[src/rtl/irq_pkg.sv]
package irq_pkg;

    localparam int PRIO_W = 4;

    typedef logic [PRIO_W-1:0] prio_t;
    typedef logic [PRIO_W:0]   level_t;

    localparam level_t LEVEL_IDLE = level_t'(1 << PRIO_W);

    typedef struct packed {
        logic pend;
        logic act;
    } irq_state_t;

    function automatic logic preempts(input prio_t p, input level_t lvl);
        return {1'b0, p} < lvl;
    endfunction

endpackage

[src/rtl/irq_line_cell.sv]
module irq_line_cell
    import irq_pkg::*;
(
    input  logic       clk,
    input  logic       rst,
    input  logic       line_i,
    input  logic       set_i,
    input  logic       clr_i,
    input  logic       enter_i,
    input  logic       leave_i,
    output irq_state_t st_o
);

    irq_state_t st_q, st_n;
    logic       line_q;
    logic       rise, raise;

    always_comb begin
        st_n.act = enter_i ? 1'b1 : (leave_i ? 1'b0 : st_q.act);
        rise     = line_i & ~line_q;
        raise    = set_i | rise | (line_i & ~st_n.act);
        if (enter_i)
            st_n.pend = 1'b0;
        else if (raise)
            st_n.pend = 1'b1;
        else if (clr_i && !line_i)
            st_n.pend = 1'b0;
        else
            st_n.pend = st_q.pend;
    end

    always_ff @(posedge clk) begin
        if (rst) begin
            st_q   <= '0;
            line_q <= 1'b0;
        end else begin
            st_q   <= st_n;
            line_q <= line_i;
        end
    end

    assign st_o = st_q;

endmodule

[src/rtl/irq_min_pick.sv]
module irq_min_pick
    import irq_pkg::*;
#(
    parameter int N     = 41,
    parameter int IDX_W = $clog2(N)
) (
    input  logic [N-1:0]        mask_i,
    input  logic [N*PRIO_W-1:0] prio_i,
    output logic                found_o,
    output logic [IDX_W-1:0]    idx_o,
    output prio_t               prio_o
);

    always_comb begin
        found_o = 1'b0;
        idx_o   = '0;
        prio_o  = '0;
        for (int i = 0; i < N; i++) begin
            if (mask_i[i] && (!found_o || prio_i[i*PRIO_W +: PRIO_W] < prio_o)) begin
                found_o = 1'b1;
                idx_o   = IDX_W'(i);
                prio_o  = prio_i[i*PRIO_W +: PRIO_W];
            end
        end
    end

endmodule

[src/rtl/irq_level_ctrl.sv]
module irq_level_ctrl
    import irq_pkg::*;
#(
    parameter int N_IRQ = 41,
    localparam int IDX_W = $clog2(N_IRQ)
) (
    input  logic                      clk,
    input  logic                      rst,
    input  logic [N_IRQ-1:0]          irq_line,
    input  logic [N_IRQ-1:0]          irq_en,
    input  logic [N_IRQ*PRIO_W-1:0]   irq_prio,
    input  logic [N_IRQ-1:0]          sw_set,
    input  logic [N_IRQ-1:0]          sw_clr,
    input  logic                      ack_valid,
    input  logic [IDX_W-1:0]          ack_idx,
    input  logic                      ret_valid,
    output logic                      req_valid,
    output logic [IDX_W-1:0]          req_idx,
    output logic [N_IRQ-1:0]          pend_o,
    output logic [N_IRQ-1:0]          act_o
);

    irq_state_t [N_IRQ-1:0] st;
    logic [N_IRQ-1:0]       cand;
    logic                   req_found, run_found;
    logic [IDX_W-1:0]       run_idx;
    prio_t                  req_prio, run_prio;
    level_t                 cur_level;

    for (genvar i = 0; i < N_IRQ; i++) begin : g_line
        logic enter, leave;
        assign enter = ack_valid && (ack_idx == IDX_W'(i));
        assign leave = ret_valid && run_found && (run_idx == IDX_W'(i));

        irq_line_cell u_cell (
            .clk     (clk),
            .rst     (rst),
            .line_i  (irq_line[i]),
            .set_i   (sw_set[i]),
            .clr_i   (sw_clr[i]),
            .enter_i (enter),
            .leave_i (leave),
            .st_o    (st[i])
        );

        assign pend_o[i] = st[i].pend;
        assign act_o[i]  = st[i].act;
    end

    assign cand = pend_o & irq_en & ~act_o;

    irq_min_pick #(.N(N_IRQ), .IDX_W(IDX_W)) u_pick_req (
        .mask_i  (cand),
        .prio_i  (irq_prio),
        .found_o (req_found),
        .idx_o   (req_idx),
        .prio_o  (req_prio)
    );

    irq_min_pick #(.N(N_IRQ), .IDX_W(IDX_W)) u_pick_run (
        .mask_i  (act_o),
        .prio_i  (irq_prio),
        .found_o (run_found),
        .idx_o   (run_idx),
        .prio_o  (run_prio)
    );

    assign cur_level = run_found ? {1'b0, run_prio} : LEVEL_IDLE;
    assign req_valid = req_found && preempts(req_prio, cur_level);

endmodule

[config.mk]
export PLATFORM = sky130hd
export DESIGN_NAME = irq_level_ctrl
export DESIGN_NICKNAME = d
export VERILOG_FILES = /design/src/rtl/irq_pkg.sv /design/src/rtl/irq_line_cell.sv /design/src/rtl/irq_min_pick.sv /design/src/rtl/irq_level_ctrl.sv
export SDC_FILE = /design/constraint.sdc
export NUM_CORES = 1
export LEC_CHECK = 0
export BUFFER_PORTS_ARGS = -buffer_cell sky130_fd_sc_hd__buf_4
export CORE_ASPECT_RATIO = 1.25
export CORE_MARGIN = 5
export CORE_UTILIZATION = 45
export DETAILED_ROUTE_END_ITERATION = 8
export PLACE_DENSITY = 0.76
export SYNTH_ARGS = -nofsm -noshare
export SYNTH_HDL_FRONTEND = slang
export SYNTH_SLANG_ARGS = --single-unit
[constraint.sdc]
create_clock -name clk -period 122.5 [get_ports clk]
set_input_delay 12.25 -clock clk [delete_from_list [all_inputs] [get_ports clk]]
set_output_delay 12.25 -clock clk [all_outputs]
set_load 0.02 [all_outputs]
==> flow_summary.yaml <==
clock_network:
  post-cts-setup-buffers: 0
  clkLatencyLatePin_ps: 490
  cts_hold_buf: 0
  cts_made_buffers: 17
  path_clk_slew_ps: 60
  cts_tree: "yes"
  ctsLongestPathBuffers: 2
  cts_root_buffer: "clkbuf_16"
  postCtsResizedCells: 0
  cts.sinks: 123
  h-tree-depth: 4
global_route:
  grt-ovfl-total: 0
  grt_pass1_vias: 28417
  antenna_found_initial: 2
  grt_first_pass_wirelength_um: 157100
  globalRouteTotalUtil_pct: 31.55
  grt_start_max_net_pins: 69
final_layout:
  fill_cells: 5622
  fin_nets: 4351
  final_cells: 4656
  utilization_pct: 51.71
  drive_gt1_share_pct: 22.41
  syn2layout_area_growth_pct: 14.09
power:
  p_total_w: 0.0005886
  pwr-share-seq_pct: 7.4
  p_clk_share_pct: 9.7
  vdd_ir_drop_max_uv: 20.05
  power_leakage_nw: 12.26
  power_density_mw_per_mm2: 20.34
  power.share.combinational_pct: 82.9
  p_sw_w: 0.0003131
  p_int_w: 0.0002755
  sw_frac_of_total_pct: 53.19
drt:
  routed-via-count: 29960
  wirelength_um: 102600
  wl_met2_um: 48090
  top_layer: "met5"
  met3_wirelength_um: 7921
  wl_per_cell_um: 22.03
  drc: 0
  drtAntennaViolNets: 0
  met1_length_um: 39900
  viasPerCell: 6.435
  drt_iter0_drc: 2253
  drt-pass1-iter-count: 6
synth:
  syn-num-nets: 4028
  muxShareOfSynthArea_pct: 7.115
  synth_edf_count: 0
  synthCells: 3578
  synth-adder-area-share_pct: 6.365
  synth_simple_gate_area_share_pct: 29.93
  syn-cell-area_mm2: 0.02536
  synth_top_cell_area_share_pct: 9.710
  synth.most_common_cell: "nand2_1"
  synth_top_family_by_area: "compound AO/OA/AOI/OAI gates"
  synth_compound_area_share_pct: 37.77
  synth.avg_cell_area_um2: 7.088
  ys_seq_elements: 123
  ys_async_sr_fraction_pct: 0
  synth_area_leaders: "dfxtp_1 (9.7%), nand2_1 (5.9%), ha_1 (5.5%)"
  synth_flop_cell: "dfxtp_1"
  synth_xor_xnor_area_share_pct: 0.8240
  synth-warning-count: 0
  synth_top_area_cell: "dfxtp_1"
  ys_types: 186
  ys_seq_area_share_pct: 9.710
  yosys-top-cells-count: "nand2_1 (400), nor2_1 (340), inv_1 (233)"
run:
  cap_violations: 0
sta:
  slew_violations: 0
  period_share_pct: 74.47
  setup_viol: 0
  min_period_ps: 91220
  max_freq_mhz: 10.96
  fin_setup_tns_ps: 0
  worst_pin_slew_ps: 1324
  finalClockSkew_ps: 16.41
  hold_viol_final: 0
  slew_headroom_pct: 11.05
  rsz0062_at_grt: "false"
hold_path:
  hp-class: "register to register"
placement:
  io_buffers: 426
  gp_congestion: 1.006
  dp.cells: 4624
  dp_hpwl_um: 84800
worst_setup_path:
  worst-r2r-setup-slack_ps: 57030
  required_ps: 110250
  crit_path_end_kind: "output port"
  path_max_fanout: 13
  cpMostUsedCell: "ha_1"
  cp-start-kind: "input pin"
  max_stage_delay_ps: 900
  cp_slowest_cell: "a311oi_1"
  crit_type: "input pin to output port"
  cp.arrival_ps: 78970
outcome:
  status: "completed"
floorplanning:
  start_util_pct: 45.33
  die_width_um: 222.3
  num_rows: 97
  core-area_mm2: 0.05595
  ioPinCount: 427
  die_y_um: 275.4
  dieArea_mm2: 0.06123
## cell families (layout without fill, tap and decap cells)
group / after synthesis / after routing
other: 0 / 1
AO/OA/AOI/OAI: 1299 / 1299
buffers and inverters: 362 / 697
XOR/XNOR: 23 / 23
adder cells (fa/ha/maj): 133 / 133
flip-flops: 123 / 123
AND/OR/NAND/NOR: 1475 / 1475
multiplexers: 163 / 163
## cell usage in the layout, fill, tap and decap left out, types with 39 or more instances in the layout
master | synthesis | layout
a211oi_1 | 99 | 99
a21oi_1 | 230 | 230
a31oi_1 | 59 | 59
buf_4 | 22 | 430
dfxtp_1 | 123 | 123
ha_1 | 112 | 112
inv_1 | 233 | 233
mux2_2 | 54 | 54
mux2i_1 | 89 | 89
nand2_1 | 400 | 400
nand2b_1 | 48 | 48
nand3_1 | 102 | 102
nor2_1 | 340 | 340
nor2b_1 | 64 | 64
nor3_1 | 103 | 103
o211ai_1 | 50 | 50
o21a_1 | 62 | 62
o21ai_0 | 226 | 226
o21ai_1 | 43 | 43
o31ai_1 | 39 | 39
or2_2 | 48 | 48
## flip-flops by register name (all words and copies together), names as in the netlist
register              count
g_line.u_cell.line_q     41
g_line.u_cell.st_o       82
## worst paths after layout
| kind | start | to | cells past startpoint |
|---|---|---|---|
| max reg2reg | g_line[0].u_cell.st_o[0] | g_line[13].u_cell.st_o[0] | 287 |
| min reg2reg | g_line[40].u_cell.line_q | g_line[40].u_cell.st_o[1] | 1 |
| max | irq_en[0] | req_valid | 305 |
| min | g_line[40].u_cell.line_q | g_line[40].u_cell.st_o[1] | 1 |
## layout make-up
class                   instances  area, um2  area share (%)
well taps                     742      928.4           3.209
inverters                     236      885.9           3.062
flip-flops and latches        123       2462           8.511
multi-input cells            3093      20800           71.90
repair buffers                430       3228           11.16
diodes                          1      2.502        0.008649
clock inverters                11      167.7          0.5795
clock buffers                  20      456.7           1.578
## routing by layer
metal | GRT usage (%) | up-vias
li1 | - | 14154
met1 | 36.77 | 14041
met2 | 54.52 | 1415
met3 | 5.840 | 344
met4 | 18.00 | 6
met5 | 0 | -
## metrics by stage
step                      setup WS [ps]  hold WS (ps)  cell area [um2]
after CTS                         32240         408.3            28930
after floorplan                   42230         389.0            25360
final                             31280         407.7            28930
after global placement            32700         392.6            28310
after global routing              25850         422.2            28930
after detailed placement          32530         400.7            28310
## power groups by stage
stage | registers (W) | clock network (W) | logic [W]
after floorplan | 0.0000451 | 0 | 0.000364
after global placement | 0.0000445 | 0 | 0.000474
after detailed placement | 0.0000445 | 0 | 0.000478
after CTS | 0.0000437 | 0.0000580 | 0.000481
after global routing | 0.0000438 | 0.0000591 | 0.000534
final | 0.0000437 | 0.0000571 | 0.000488
## critical path: cells and delay by family
family	cells	cell delay, ps
adders and majority gates	40	11210
muxes	15	4940
and+or+nand+nor	95	18190
AOI/OAI and AO/OA	125	29800
buffers and inverters	30	2530
Power figures use the tool's default switching activity.
